--- src/rtl/adc_bus_pkg.sv ---
package adc_bus_pkg;
  typedef enum logic [1:0] {
    FMT_IDLE = 2'd0,
    FMT_WORD = 2'd1,
    FMT_HI   = 2'd2,
    FMT_LO   = 2'd3
  } fmt_e;
endpackage

--- src/rtl/adc_cmd_decode.sv ---
module adc_cmd_decode
  import adc_bus_pkg::*;
(
  input  logic clk_i,
  input  logic rst_ni,
  input  logic ce_i,
  input  logic cs_ni,
  input  logic rd_cvt_i,
  input  logic addr_i,
  input  logic wide_i,
  input  logic busy_i,
  output fmt_e fmt_o,
  output logic start_o,
  output logic contention_o
);
  logic active, cvt, rd_now;
  logic active_q, cvt_q, start_q, cont_q;

  assign active = ce_i & ~cs_ni;
  assign cvt    = active & ~rd_cvt_i;
  assign rd_now = active & rd_cvt_i & ~busy_i;

  always_comb begin
    if (!rd_now)     fmt_o = FMT_IDLE;
    else if (wide_i) fmt_o = FMT_WORD;
    else if (addr_i) fmt_o = FMT_LO;
    else             fmt_o = FMT_HI;
  end

  // start only on the edge where the convert condition appears
  always_ff @(posedge clk_i or negedge rst_ni) begin
    if (!rst_ni) begin
      active_q <= 1'b0;
      cvt_q    <= 1'b0;
      start_q  <= 1'b0;
      cont_q   <= 1'b0;
    end else begin
      active_q <= active;
      cvt_q    <= cvt;
      start_q  <= cvt & ~cvt_q & ~busy_i;
      cont_q   <= active & ~active_q & rd_cvt_i;
    end
  end

  assign start_o      = start_q;
  assign contention_o = cont_q;
endmodule

--- src/rtl/adc_out_format.sv ---
module adc_out_format
  import adc_bus_pkg::*;
#(
  parameter int RES_W  = 12,
  parameter int BYTE_W = 8
) (
  input  logic             clk_i,
  input  logic             rst_ni,
  input  fmt_e             fmt_i,
  input  logic [RES_W-1:0] result_i,
  output logic [RES_W-1:0] data_o,
  output logic [RES_W-1:0] oe_o
);
  localparam int LSB_W = RES_W - BYTE_W;
  localparam int PAD_W = BYTE_W - LSB_W;

  logic [BYTE_W-1:0] lo_byte;
  logic [RES_W-1:0]  data_d, oe_d;

  generate
    if (PAD_W > 0) begin : g_pad
      assign lo_byte = {result_i[LSB_W-1:0], {PAD_W{1'b0}}};
    end else begin : g_nopad
      assign lo_byte = result_i[LSB_W-1:0];
    end
  endgenerate

  always_comb begin
    data_d = '0;
    oe_d   = '0;
    unique case (fmt_i)
      FMT_WORD: begin
        data_d = result_i;
        oe_d   = '1;
      end
      FMT_HI: begin
        data_d[RES_W-1 -: BYTE_W] = result_i[RES_W-1 -: BYTE_W];
        oe_d[RES_W-1 -: BYTE_W]   = '1;
      end
      FMT_LO: begin
        data_d[RES_W-1 -: BYTE_W] = lo_byte;
        oe_d[RES_W-1 -: BYTE_W]   = '1;
      end
      default: ;
    endcase
  end

  always_ff @(posedge clk_i or negedge rst_ni) begin
    if (!rst_ni) begin
      data_o <= '0;
      oe_o   <= '0;
    end else begin
      data_o <= data_d;
      oe_o   <= oe_d;
    end
  end
endmodule

--- src/rtl/adc_bus_ctrl.sv ---
module adc_bus_ctrl
  import adc_bus_pkg::*;
#(
  parameter int RES_W  = 12,
  parameter int BYTE_W = 8
) (
  input  logic             clk_i,
  input  logic             rst_ni,
  input  logic             ce_i,
  input  logic             cs_ni,
  input  logic             rd_cvt_i,
  input  logic             addr_i,
  input  logic             wide_i,
  input  logic             busy_i,
  input  logic [RES_W-1:0] result_i,
  output logic             start_o,
  output logic             contention_o,
  output logic [RES_W-1:0] data_o,
  output logic [RES_W-1:0] data_oe_o
);
  fmt_e fmt;

  adc_cmd_decode i_decode (
    .clk_i        (clk_i),
    .rst_ni       (rst_ni),
    .ce_i         (ce_i),
    .cs_ni        (cs_ni),
    .rd_cvt_i     (rd_cvt_i),
    .addr_i       (addr_i),
    .wide_i       (wide_i),
    .busy_i       (busy_i),
    .fmt_o        (fmt),
    .start_o      (start_o),
    .contention_o (contention_o)
  );

  adc_out_format #(.RES_W(RES_W), .BYTE_W(BYTE_W)) i_format (
    .clk_i    (clk_i),
    .rst_ni   (rst_ni),
    .fmt_i    (fmt),
    .result_i (result_i),
    .data_o   (data_o),
    .oe_o     (data_oe_o)
  );
endmodule

--- config.mk ---
export PLATFORM = sky130hd
export DESIGN_NAME = adc_bus_ctrl
export DESIGN_NICKNAME = d
export VERILOG_FILES = /design/src/rtl/adc_bus_pkg.sv /design/src/rtl/adc_cmd_decode.sv /design/src/rtl/adc_out_format.sv /design/src/rtl/adc_bus_ctrl.sv
export SDC_FILE = /design/constraint.sdc
export NUM_CORES = 1
export LEC_CHECK = 0
export BUFFER_PORTS_ARGS = -buffer_cell sky130_fd_sc_hd__buf_2
export CORE_MARGIN = 1
export CORE_UTILIZATION = 41
export DETAILED_ROUTE_END_ITERATION = 7
export GPL_ROUTABILITY_DRIVEN = 0
export PLACE_DENSITY_LB_ADDON = 0.1
export SLEW_MARGIN = 20
export SYNTH_ARGS = -nofsm -noshare
export SYNTH_HDL_FRONTEND = slang
export SYNTH_SLANG_ARGS = --single-unit
--- constraint.sdc ---
create_clock -name clk_i -period 0.9 [get_ports clk_i]
set_input_delay 0.225 -clock clk_i [delete_from_list [all_inputs] [get_ports clk_i]]
set_output_delay 0.225 -clock clk_i [all_outputs]
set_load 0.03 [all_outputs]
==> results.ini <==
[run_status]
run_status=finished with violations
violations=negative setup slack

[hold_path]
hold-path-cell-count=2
holdCritPathClass=in -> reg
hold_path.startpoint=result_i[7]
whs_endpoint=i_format.data_o[7]

[power_and_ir_drop]
vdd_ir_drop_max_mv=0.804
power.density_cell_area_nw_per_um2=1240
static-leakage-power_nw=0.641

[yosys]
synth-adder-area-share=0.0498
synthDominantAreaCellType=dfrtp_1
synth_area_leaders=dfrtp_1 (60%), buf_4 (10%), and2_1 (6.6%)
main_combinational_cell_family_by_area_after_synthesis=simple AND/OR/NAND/NOR gates
synth_nets=87
synth_simple_gate_area_frac=0.216
ys_seq_area_frac=0.598
synthDominantCellAreaShare=0.598
synth_compound_gate_area_share=0.0266
synth_seq_cells=18
synth.area.mux_share=0
synth_xor_area_frac=0
synthesis.area_per_instance_sq_um=11.8
netlist_instances=64
syn_std_cell_area_sq_um=753
synth_cell_type_count=16
ys.warnings.count=0

[worst_setup_path]
end_kind=register
crit_fanout=5
critPathLaunchType=input port
timing.rr.end=i_decode.start_o
critical_path_at_ns=1.46
rr_worst_depth=1
worst_reg2reg_path_startpoint=i_decode.cvt_q
required_ns=1.08
r2r_slack_ns=0.20
criticalPathCategory=in -> reg

[route]
avgRoutedWirePerCell_um=10.5
detail_route.wirelength_um=1420
drtIter0Drc=2
final_antenna_net_count=0
via_per_inst=4.31
routed-via-count=582
drcViolationCount=0
detail_route.first_pass.iterations=4

[timing]
fmax_mhz=782
slew_headroom=0.747
max_slew_violation_count=0
final_worst_setup_slack_ns=-0.378
finalHoldViolations=0
finalSetupViolCount=40
shortest_clock_period_the_worst_path_allows_after_layout_ns=1.28
hold-worst-slack_ns=0.142
worst-slew-pin-transition_ns=0.380
unrepaired_setup_endpoints_after_global_routing=yes
fin_setup_tns_ns=-8.67
final.period_utilization=1.42
clock_skews_ns=0.0000588

[final_layout]
finish.net_count=134
drive_gt1_frac=0.618
area.growth.synth_to_final_pct=64.5
antenna_cells=0
fillerInstances=130
finish.cell_count_without_fillers=135

[floorplan]
core_area_sq_um=1730
ios=46
floorplan.die_area_sq_um=2010
die-width_um=44.9
placement_rows=15
fp.dieH_um=44.9
start_util=0.436

[global_routing]
gr-usage-all-layers=0.157
grt_antenna_before_repair=0
wire_length_of_the_first_global_routing_pass_um=2290
grt_pass1_vias=566
grt_max_degree=19
gr-total-overflow=0

[placed_design]
numPortBuffers=45
pre_cts_ws_ns=-0.703
placed_instances=130
dpl.hpwl_um=1040

[cts]
cts.clk_slew.worst_paths_ns=0.10
cts.sinks=18
cts_tree=yes
cts_root_buffer=clkbuf_4
cts_max_level=1
numCtsBuffers=3
clock_latency_late_sink_ns=0.28
ctsLongestPathBuffers=2

[run]
timing.max_cap.violations=0

## cells by family (layout without fill, tap and decap cells)
family                     Yosys count  after routing
AOI/OAI and AO/OA                    4              4
adders and majority gates            3              3
buffers and inverters               12             58
DFF                                 18             18
and+or+nand+nor                     27             27
## worst max-delay path by stage
| stage | to | startpoint | slack (ns) |
|---|---|---|---|
| finish | i_format.data_o[5] | cs_ni | -0.38 |
| global route | i_format.data_o[7] | cs_ni | -0.40 |
| CTS | i_format.data_o[4] | cs_ni | -0.37 |
| detailed placement | i_format.data_o[6] | cs_ni | -0.70 |
| global placement | i_format.data_o[5] | cs_ni | -0.67 |
| floorplan | i_format.data_o[4] | cs_ni | -0.55 |
## metrics by stage
| step | util | total power, mW | area, sq um |
|---|---|---|---|
| 6_report | 0.717 | 1.54 | 1240 |
| 3_3_place_gp | 0.581 | 1.03 | 1000 |
| 2_1_floorplan | - | 0.957 | 803 |
| 5_1_grt | 0.717 | 1.62 | 1240 |
| 3_5_place_dp | 0.581 | 1.04 | 1000 |
| 4_1_cts | 0.714 | 1.57 | 1230 |
## critical path, stage by stage
cell,delay [ns]
buf_6,0.09
nand2b_4,0.13
or4b_4,0.51
ha_4,0.32
nor2_4,0.05
and2_4,0.15
## timing repair
item,CTS,global route
setup buffers,0,0
endpoints found under the hold margin,18,0
resized for setup,58,2
pin swaps,0,0
endpoints found under the setup margin,40,40
hold buffers,1,0
## Yosys cell counts, drive strengths merged
cell	number
nand2b	5
nor3	1
dfrtp	18
nor4	1
and2	8
nand2	4
a21oi	4
inv	2
nand3b	1
or3	1
nor4b	1
or4b	1
nor2	4
buf	10
ha	3
## flip-flops by register name, indices dropped and copies added, names as in the netlist
register               cells
i_format.data_o           12
i_decode.contention_o      1
i_decode.active_q          1
i_decode.cvt_q             1
i_format.oe_o              2
i_decode.start_o           1
## layer usage
layer,up-vias,track usage,wire (um)
li1,286,-,-
met1,272,0.184,584
met2,24,0.274,731
met3,0,0.0480,101
met4,0,0.0545,0
met5,-,0,0
## cell type report
type,instances,area [sq um],share of cell area
timing repair buffer,52,449,0.363
multi-input combinational,34,262,0.211
sequential,18,453,0.366
inverter,2,7.51,0.00606
clock buffer,4,36.3,0.0293
tap,25,31.3,0.0253
## placed cells by master, fill, tap and decap left out
cell type / n
buf_6: 27
buf_2: 18
dfrtp_1: 16
and2_4: 6
buf_4: 6
nand2b_1: 4
nand2_1: 4
a21oi_1: 4
nor2_1: 3
clkbuf_4: 3
inv_1: 2
and2_1: 2
dfrtp_2: 2
nand2b_4: 1
nor4b_1: 1
or4b_4: 1
nand3b_1: 1
or3_1: 1
nor2_4: 1
nor3_1: 1
nor4_1: 1
ha_4: 1
ha_1: 1
ha_2: 1
clkbuf_8: 1
dlygate4sd3_1: 1
## power by group
group / switching, mW / internal, mW / total [mW]
Sequential: 0.0114 / 0.821 / 0.833
Clock: 0.233 / 0.246 / 0.479
Combinational: 0.115 / 0.115 / 0.230
Power figures use the tool's default switching activity.
